<file path="config.mk">
export PLATFORM = sky130hd
export DESIGN_NAME = pdisp_seq
export DESIGN_NICKNAME = d
export VERILOG_FILES = /design/src/rtl/pdisp_pkg.sv /design/src/rtl/pdisp_shadow.sv /design/src/rtl/pdisp_phase_fsm.sv /design/src/rtl/pdisp_bus_fmt.sv /design/src/rtl/pdisp_seq.sv
export SDC_FILE = /design/constraint.sdc
export NUM_CORES = 1
export LEC_CHECK = 0
export ABC_AREA = 1
export BUFFER_PORTS_ARGS = -buffer_cell sky130_fd_sc_hd__buf_2
export CORE_MARGIN = 1.5
export CORE_UTILIZATION = 35
export CTS_CLUSTER_SIZE = 30
export DETAILED_ROUTE_END_ITERATION = 16
export PLACE_DENSITY = 0.54
export SETUP_SLACK_MARGIN = 0.4
export SYNTH_ARGS = -nofsm -noshare
export SYNTH_HDL_FRONTEND = slang
export SYNTH_HIERARCHICAL = 1
export SYNTH_SLANG_ARGS = --single-unit
</file>
<file path="constraint.sdc">
create_clock -name clk -period 7.6 [get_ports clk]
set_clock_uncertainty 0.05 [all_clocks]
set_input_delay 1.52 -clock clk [delete_from_list [all_inputs] [get_ports clk]]
set_output_delay 1.52 -clock clk [all_outputs]
set_load 0.02 [all_outputs]
</file>
<file path="src/rtl/pdisp_pkg.sv">
package pdisp_pkg;

  typedef enum logic [2:0] {
    PH_IDLE  = 3'd0,
    PH_FBLK  = 3'd1,
    PH_CMD   = 3'd2,
    PH_DUMMY = 3'd3,
    PH_DATA  = 3'd4,
    PH_BBLK  = 3'd5
  } phase_e;

  // First enabled phase strictly after cur in the fixed order, else idle.
  function automatic phase_e next_phase(phase_e cur, logic blk, logic cmd,
                                        logic dum, logic dat);
    logic [5:0] en;
    phase_e     r;
    en = {blk, dat, dum, cmd, blk, 1'b0};
    r  = PH_IDLE;
    for (int i = 5; i >= 1; i--) begin
      if (i > int'(cur) && en[i]) r = phase_e'(3'(i));
    end
    return r;
  endfunction

  // Command cycle count: 0, 1 or 2.
  function automatic int cmd_cycles(logic on, logic dbl);
    return on ? (dbl ? 2 : 1) : 0;
  endfunction

endpackage

</file>
<file path="src/rtl/pdisp_shadow.sv">
module pdisp_shadow #(
  parameter int W = 8
) (
  input  logic         clk,
  input  logic         rst_n,
  input  logic         load,
  input  logic         busy,
  input  logic [W-1:0] d,
  output logic [W-1:0] q
);

  always_ff @(posedge clk or negedge rst_n) begin
    if (!rst_n)    q <= '0;
    else if (load) q <= d;
  end


  shadow_hold_chk: assert property (@(posedge clk) disable iff (!rst_n)
    busy |=> $stable(q));

endmodule

</file>
<file path="src/rtl/pdisp_phase_fsm.sv">
module pdisp_phase_fsm
  import pdisp_pkg::*;
#(
  parameter int LEN_W = 8,
  parameter int BLK_W = 8
) (
  input  logic             clk,
  input  logic             rst_n,
  input  logic             clr,
  input  logic             start,
  input  logic             tick_en,
  input  logic             blank_on,
  input  logic             cmd_on,
  input  logic             cmd_dbl,
  input  logic             dum_on,
  input  logic             dat_on,
  input  logic             stream_mode,
  input  logic             wide,
  input  logic [BLK_W-1:0] fblank_len,
  input  logic [BLK_W-1:0] bblank_len,
  input  logic [LEN_W-1:0] dum_len,
  input  logic [LEN_W-1:0] dat_len,
  input  logic             px_valid,
  output phase_e           phase,
  output logic             second,
  output logic             half,
  output logic             px_ready,
  output logic             busy,
  output logic             done
);

  localparam int CW = (LEN_W > BLK_W) ? LEN_W : BLK_W;

  logic [CW-1:0] cnt;
  logic          adv;      // a phase cycle completes at this edge
  logic          last;     // current cycle is the final one of the phase
  logic          start_go;
  logic          data_last;
  phase_e        nxt, first;

  assign data_last = !stream_mode && (cnt == CW'(dat_len));

  always_comb begin
    unique case (phase)
      PH_FBLK:  last = (cnt == CW'(fblank_len));
      PH_CMD:   last = (cnt[0] == cmd_dbl);
      PH_DUMMY: last = (cnt == CW'(dum_len));
      PH_DATA:  last = stream_mode ? !px_valid : data_last;
      PH_BBLK:  last = (cnt == CW'(bblank_len));
      default:  last = 1'b0;
    endcase
  end

  assign adv = tick_en && (phase != PH_IDLE) &&
               (phase != PH_DATA || px_valid || stream_mode);
  assign nxt      = next_phase(phase, blank_on, cmd_on, dum_on, dat_on);
  assign first    = next_phase(PH_IDLE, blank_on, cmd_on, dum_on, dat_on);
  assign start_go = start && (phase == PH_IDLE) && !clr;

  always_ff @(posedge clk or negedge rst_n) begin
    if (!rst_n) begin
      phase <= PH_IDLE;
      cnt   <= '0;
      half  <= 1'b0;
      done  <= 1'b0;
    end else if (clr) begin
      phase <= PH_IDLE;
      cnt   <= '0;
      half  <= 1'b0;
      done  <= 1'b0;
    end else begin
      done <= 1'b0;
      if (start_go) begin
        phase <= first;
        cnt   <= '0;
        half  <= 1'b0;
        done  <= (first == PH_IDLE);
      end else if (adv) begin
        if (last) begin
          phase <= nxt;
          cnt   <= '0;
          half  <= 1'b0;
          done  <= (nxt == PH_IDLE);
        end else begin
          cnt  <= cnt + 1'b1;
          half <= (phase == PH_DATA) ? !half : half;
        end
      end
    end
  end

  assign second   = (cnt != '0);
  assign busy     = (phase != PH_IDLE);
  assign px_ready = (phase == PH_DATA) && tick_en &&
                    (wide || half || data_last);


  done_idle_chk: assert property (@(posedge clk) disable iff (!rst_n)
    done |-> (phase == PH_IDLE));


  done_once_chk: assert property (@(posedge clk) disable iff (!rst_n)
    (done && !start) |=> !done);


  busy_hold_chk: assert property (@(posedge clk) disable iff (!rst_n)
    (busy && !adv && !clr) |=> ($stable(phase) && $stable(cnt)));


  clr_idle_chk: assert property (@(posedge clk) disable iff (!rst_n)
    clr |=> (phase == PH_IDLE && !done));


  cmd_len_chk: assert property (@(posedge clk) disable iff (!rst_n)
    (phase == PH_CMD && cnt != '0) |-> (cmd_dbl && cnt == CW'(1)));

endmodule

</file>
<file path="src/rtl/pdisp_bus_fmt.sv">
module pdisp_bus_fmt
  import pdisp_pkg::*;
#(
  parameter int BUS_W = 16
) (
  input  logic               clk,
  input  logic               rst_n,
  input  phase_e             phase,
  input  logic               second,
  input  logic               half,
  input  logic               wide,
  input  logic               swap,
  input  logic               rev,
  input  logic [2*BUS_W-1:0] cmd_word,
  input  logic [BUS_W-1:0]   px_data,
  input  logic               px_valid,
  input  logic               dc_rest,
  input  logic               dc_cmd_flip,
  input  logic               dc_dum_flip,
  input  logic               dc_dat_flip,
  output logic [BUS_W-1:0]   bus_out,
  output logic               dc_out
);

  localparam int HALF = BUS_W / 2;

  logic [BUS_W-1:0] raw, rev_w, rev_n;
  logic [HALF-1:0]  cmd_b, dat_b;
  logic [BUS_W-1:0] cmd_w, dat_w;

  assign cmd_w = second ? cmd_word[2*BUS_W-1:BUS_W] : cmd_word[BUS_W-1:0];
  assign cmd_b = second ? cmd_word[BUS_W+HALF-1:BUS_W] : cmd_word[HALF-1:0];
  assign dat_w = swap ? {px_data[HALF-1:0], px_data[BUS_W-1:HALF]} : px_data;
  assign dat_b = (half ^ swap) ? px_data[BUS_W-1:HALF] : px_data[HALF-1:0];

  always_comb begin
    raw = '0;
    if (phase == PH_CMD)
      raw = wide ? cmd_w : {{HALF{1'b0}}, cmd_b};
    else if (phase == PH_DATA && px_valid)
      raw = wide ? dat_w : {{HALF{1'b0}}, dat_b};
  end

  for (genvar i = 0; i < BUS_W; i++) begin : g_rev_w
    assign rev_w[i] = raw[BUS_W-1-i];
  end
  for (genvar i = 0; i < HALF; i++) begin : g_rev_n
    assign rev_n[i] = raw[HALF-1-i];
  end
  assign rev_n[BUS_W-1:HALF] = '0;

  assign bus_out = !rev ? raw : (wide ? rev_w : rev_n);

  always_comb begin
    unique case (phase)
      PH_CMD:   dc_out = dc_rest ^ dc_cmd_flip;
      PH_DUMMY: dc_out = dc_rest ^ dc_dum_flip;
      PH_DATA:  dc_out = dc_rest ^ dc_dat_flip;
      default:  dc_out = dc_rest;
    endcase
  end


  quiet_bus_chk: assert property (@(posedge clk) disable iff (!rst_n)
    (phase inside {PH_IDLE, PH_FBLK, PH_DUMMY, PH_BBLK}) |-> (bus_out == '0));


  narrow_upper_chk: assert property (@(posedge clk) disable iff (!rst_n)
    !wide |-> (bus_out[BUS_W-1:HALF] == '0));


  dc_rest_chk: assert property (@(posedge clk) disable iff (!rst_n)
    (phase inside {PH_IDLE, PH_FBLK, PH_BBLK}) |-> (dc_out == dc_rest));

endmodule

</file>
<file path="src/rtl/pdisp_seq.sv">
module pdisp_seq
  import pdisp_pkg::*;
#(
  parameter int LEN_W = 8,
  parameter int BLK_W = 8,
  parameter int BUS_W = 16
) (
  input  logic               clk,
  input  logic               rst_n,
  input  logic               tick_en,
  input  logic               start,
  input  logic               update,
  input  logic               clr,
  input  logic               cmd_on,
  input  logic               cmd_dbl,
  input  logic [2*BUS_W-1:0] cmd_word,
  input  logic               dum_on,
  input  logic [LEN_W-1:0]   dum_len,
  input  logic               dat_on,
  input  logic [LEN_W-1:0]   dat_len,
  input  logic               stream_mode,
  input  logic               blank_on,
  input  logic [BLK_W-1:0]   fblank_len,
  input  logic [BLK_W-1:0]   bblank_len,
  input  logic               wide_bus,
  input  logic               swap_bytes,
  input  logic               rev_bits,
  input  logic               dc_rest,
  input  logic               dc_cmd_flip,
  input  logic               dc_dum_flip,
  input  logic               dc_dat_flip,
  input  logic [BUS_W-1:0]   px_data,
  input  logic               px_valid,
  output logic               px_ready,
  output logic [BUS_W-1:0]   bus_out,
  output logic               dc_out,
  output logic               busy,
  output logic               done
);

  localparam int CMD_W = 2 * BUS_W;
  localparam int SH_W  = 2 + CMD_W + 2 + 2 * LEN_W + 2 + 2 * BLK_W + 7;

  logic [SH_W-1:0] cfg_in, cfg_q, cfg_use;
  logic            load;

  logic               u_cmd_on, u_cmd_dbl, u_dum_on, u_dat_on, u_stream;
  logic               u_blank_on, u_wide, u_swap, u_rev;
  logic               u_dc_rest, u_dc_c, u_dc_d, u_dc_t;
  logic [CMD_W-1:0]   u_cmd_word;
  logic [LEN_W-1:0]   u_dum_len, u_dat_len;
  logic [BLK_W-1:0]   u_fblk, u_bblk;

  phase_e phase;
  logic   second, half;

  assign cfg_in = {cmd_on, cmd_dbl, cmd_word, dum_on, dum_len, dat_on, dat_len,
                   stream_mode, blank_on, fblank_len, bblank_len, wide_bus,
                   swap_bytes, rev_bits, dc_rest, dc_cmd_flip, dc_dum_flip,
                   dc_dat_flip};

  assign load    = update && !busy;
  assign cfg_use = load ? cfg_in : cfg_q;

  assign {u_cmd_on, u_cmd_dbl, u_cmd_word, u_dum_on, u_dum_len, u_dat_on,
          u_dat_len, u_stream, u_blank_on, u_fblk, u_bblk, u_wide, u_swap,
          u_rev, u_dc_rest, u_dc_c, u_dc_d, u_dc_t} = cfg_use;

  pdisp_shadow #(.W(SH_W)) u_shadow (
    .clk  (clk),
    .rst_n(rst_n),
    .load (load),
    .busy (busy),
    .d    (cfg_in),
    .q    (cfg_q)
  );

  pdisp_phase_fsm #(.LEN_W(LEN_W), .BLK_W(BLK_W)) u_fsm (
    .clk        (clk),
    .rst_n      (rst_n),
    .clr        (clr),
    .start      (start),
    .tick_en    (tick_en),
    .blank_on   (u_blank_on),
    .cmd_on     (u_cmd_on),
    .cmd_dbl    (u_cmd_dbl),
    .dum_on     (u_dum_on),
    .dat_on     (u_dat_on),
    .stream_mode(u_stream),
    .wide       (u_wide),
    .fblank_len (u_fblk),
    .bblank_len (u_bblk),
    .dum_len    (u_dum_len),
    .dat_len    (u_dat_len),
    .px_valid   (px_valid),
    .phase      (phase),
    .second     (second),
    .half       (half),
    .px_ready   (px_ready),
    .busy       (busy),
    .done       (done)
  );

  pdisp_bus_fmt #(.BUS_W(BUS_W)) u_fmt (
    .clk        (clk),
    .rst_n      (rst_n),
    .phase      (phase),
    .second     (second),
    .half       (half),
    .wide       (u_wide),
    .swap       (u_swap),
    .rev        (u_rev),
    .cmd_word   (u_cmd_word),
    .px_data    (px_data),
    .px_valid   (px_valid),
    .dc_rest    (u_dc_rest),
    .dc_cmd_flip(u_dc_c),
    .dc_dum_flip(u_dc_d),
    .dc_dat_flip(u_dc_t),
    .bus_out    (bus_out),
    .dc_out     (dc_out)
  );

endmodule

</file>
==> metrics.md <==
| Metric | Value |
|---|---|
| Via count of the routed design | `7072` |
| Core Region | `0.0189 mm²` |
| Min-Delay Path Class | `flop to flop` |
| Yosys synthesis warning count | `6` |
| Initial core utilization | `0.360` |
| Data required time at the worst endpoint | `6.03 ns` |
| Half-perimeter wire length of the detailed placement result | `15.4 mm` |
| Flip-flop and latch count after synthesis | `90` |
| Count of cells resized by post-cts repair | `0` |
| Post-CTS Setup Bufs | `0` |
| Maximum clock frequency | `0.173 GHz` |
| Number of rows created at floorplan | `50` |
| Later-pin clock latency in the skew report | `0.35 ns` |
| Final Wtd Congestion | `0.935` |
| Maximum capacitance violations | `0` |
| Placement-stage worst setup slack | `1.98 ns` |
| Congestion Overflow GR | `0` |
| Total wire length | `21.8 mm` |
| Category of the most critical setup path | `flop to output pin` |
| # H-tree levels | `3` |
| Wire length of the first global-routing pass | `34.9 mm` |
| Register-to-Register Setup Slack | `3.78 ns` |
| Portion of the clock cycle consumed by the worst path in the final layout | `0.760` |
| Proportion of synthesized chip area in sequential cells | `0.331` |
| Element type at the critical path end | `output pin` |
| Vias in the first global route | `6289` |
| CTS sink cnt | `90` |
| Gr usage total | `0.221` |
| Maximum count of clock buffers along a single path | `2` |
| Syn-to-layout area delta | `12.6%` |
| Commonest cells after routing, fill and taps aside | `sky130_fd_sc_hd__nand2_1 (576), sky130_fd_sc_hd__nand3_1 (144), sky130_fd_sc_hd__buf_2 (118)` |
| Data arrival time of the worst path | `4.20 ns` |
| Post-synthesis cell area | `0.00680 mm²` |
| Min-Delay Startpoint | `u_shadow/q[39]$_DFFE_PN0P_` |
| Total nets after synthesis | `1201` |
| Ports | `120` |
| Filler cell count in the final layout | `2106` |
| Max Transition Viols Final | `0` |
| Number of buffer cells added on primary ports | `119` |
| Die Width | `142 µm` |
| DRC Markers | `0` |
| Final critical delay including setup and external delays | `5.77 ns` |
| Crit-path max FO | `26` |
| Unique cell type count in the Yosys netlist | `34` |
| Final Worst Setup Slack | `1.83 ns` |
| Detailed Routing Iterations Pass 1 | `5` |
| Synth Area per Inst | `6.19 µm²` |
| Number of standard cells after synthesis | `1099` |
| Sequential cell area | `0.00225 mm²` |
| Number of setup violations in the final report | `0` |
| TritonCTS clock tree | `done` |
| Total negative slack | `0 ns` |
| Depth of the worst register-to-register path | `18` |
| Crit path from | `u_fsm/phase[0]$_DFFE_PN0P_` |
| Leakage dissipation | `4.34 nW` |
| Status | `complete, no violations` |
| R2r endpoint | `u_fsm/phase[1]$_DFFE_PN0P_` |
| Clock root buffer | `sky130_fd_sc_hd__clkbuf_16` |
| Most common cell after layout, fill and taps aside | `sky130_fd_sc_hd__nand2_1` |
| Reg2reg start | `u_fsm/phase[0]$_DFFE_PN0P_` |
| Final routed wire length divided by cell count | `15.2 µm` |
| Count of routing violations after the opening detailed-route iteration | `516` |
| Total Die Area | `0.0203 mm²` |
| Number of nets in the layout | `1277` |
| Worst-path clk slew | `0.06 ns` |
| Worst setup SP type | `flop` |
| RSZ-0062 raised after global routing | `no` |
| Vertical die dimension | `142 µm` |
| Fraction of layout cells with a size suffix above 1 | `0.149` |
| Number of hold violations in the final report | `0` |
| Vias per inst | `4.91` |
| Largest net degree at the start of global routing | `78` |
| Number of antenna violations at the first check in global routing | `1` |
| Power per standard cell area | `395 mW/mm²` |
| Hold buffers post-CTS | `0` |
| VDD IR-drop max | `234 µV` |
| End point of the most critical hold path | `u_shadow/q[39]$_DFFE_PN0P_` |
| Total placed cells including tap cells | `1424` |
| Tightest slew margin relative to the limit | `0.432` |
| CTS buffer count | `9` |
| Measured slew at the worst slew-check pin | `0.852 ns` |
| Count of non-filler cells in the finished layout | `1439` |
| Inserted Diodes | `0` |
| Total area of multi-input combinational cells | `0.00389 mm²` |
| Worst Hold Path Cells | `2` |
| Count of nets left with antenna violations after detail routing | `0` |
[final cells by class]
cell class,instances,share of cell area
Sequential cell,90,0.294
Clock inverter,5,0.0103
Multi-Input combinational cell,891,0.508
Tap cell,260,0.0425
Clock buffer,10,0.0312
Timing Repair Buffer,126,0.0850
Inverter,57,0.0286
[cell families (layout without fill, tap and decap cells)]
family                     Yosys count  after routing  share of synthesized area
and+or+nand+nor                    829            829                      0.510
DFF                                 90             90                      0.331
buffers and inverters              118            198                     0.0961
adders and majority gates            2              2                    0.00368
xor gates and xnor gates             9              9                     0.0116
AOI/OAI and AO/OA                   51             51                     0.0469
[routing by layer]
metal / part of all wire / global-route usage / up-vias
li1: - / - / 3622
met2: 0.43 / 0.316 / 215
met1: 0.51 / 0.342 / 3217
met5: 0.00060 / 0 / -
met3: 0.057 / 0.0340 / 16
met4: 0.011 / 0.0559 / 2
[where the power goes]
| group | leakage (nW) | total (W) | internal (W) | switching (W) |
|---|---|---|---|---|
| combinational | 3.06 | 0.00171 | 0.000517 | 0.00119 |
| clock | 0.158 | 0.000489 | 0.000295 | 0.000194 |
| sequential | 1.13 | 0.000828 | 0.000689 | 0.000139 |
| total | 4.34 | 0.00303 | 0.00150 | 0.00152 |
[per-stage QoR]
stage | hold slack, ns | instance area (µm²) | power [W] | utilization
after floorplan | 0.392 | 6800 | 0.00219 | -
after global placement | 0.403 | 7340 | 0.00254 | 0.389
after detailed placement | 0.408 | 7340 | 0.00255 | 0.389
after CTS | 0.424 | 7660 | 0.00305 | 0.405
after global routing | 0.441 | 7660 | 0.00333 | 0.405
final | 0.421 | 7660 | 0.00303 | 0.405
[worst max-delay path by stage]
| stage | endpoint | slack [ns] | cells after the start |
|---|---|---|---|
| global placement | bus_out[2] | 1.95 | 13 |
| finish | bus_out[7] | 1.83 | 15 |
| floorplan | bus_out[2] | 3.03 | 12 |
| global route | bus_out[2] | 1.43 | 15 |
| detailed placement | bus_out[2] | 1.98 | 13 |
| CTS | bus_out[2] | 1.81 | 15 |
[sequential cells by signal (all words and copies together), names as in the netlist]
signal and count:
u_shadow/q 77, u_fsm/done 1, u_fsm/cnt 8, u_fsm/phase 3
u_fsm/half 1
[worst max-delay path, stage by stage (launching register included)]
cell and delay [ns]:
sky130_fd_sc_hd__dfrtp_1 0.81, sky130_fd_sc_hd__inv_1 0.25, sky130_fd_sc_hd__nand2_1 0.30, sky130_fd_sc_hd__inv_2 0.11, sky130_fd_sc_hd__nand2_4 0.25, sky130_fd_sc_hd__nand2_1 0.08
sky130_fd_sc_hd__nand2_1 0.62, sky130_fd_sc_hd__inv_2 0.26, sky130_fd_sc_hd__nand2_1 0.34, sky130_fd_sc_hd__nand3_1 0.14, sky130_fd_sc_hd__nand3_1 0.09, sky130_fd_sc_hd__nand2_1 0.07
sky130_fd_sc_hd__nand2_1 0.11, sky130_fd_sc_hd__nand2_1 0.07, sky130_fd_sc_hd__a21oi_1 0.16, sky130_fd_sc_hd__buf_2 0.18
[synth_stat cells (all sizes together)]
cell type / number / area (µm²)
o311a: 1 / 10.0
o21ai: 12 / 60.1
o211ai: 8 / 65.1
xor2: 6 / 52.6
nand4: 19 / 119
clkbuf: 1 / 3.75
xnor2: 3 / 26.3
a21oi: 27 / 143
nand2: 581 / 2210
dfrtp: 90 / 2250
buf: 60 / 430
nor2: 66 / 258
o21bai: 2 / 15.0
nor3: 5 / 36.3
ha: 2 / 25.0
nor4: 1 / 6.26
nand3: 149 / 793
o311ai: 1 / 26.3
inv: 57 / 219
or2: 8 / 50.1
Power figures use the tool's default switching activity.
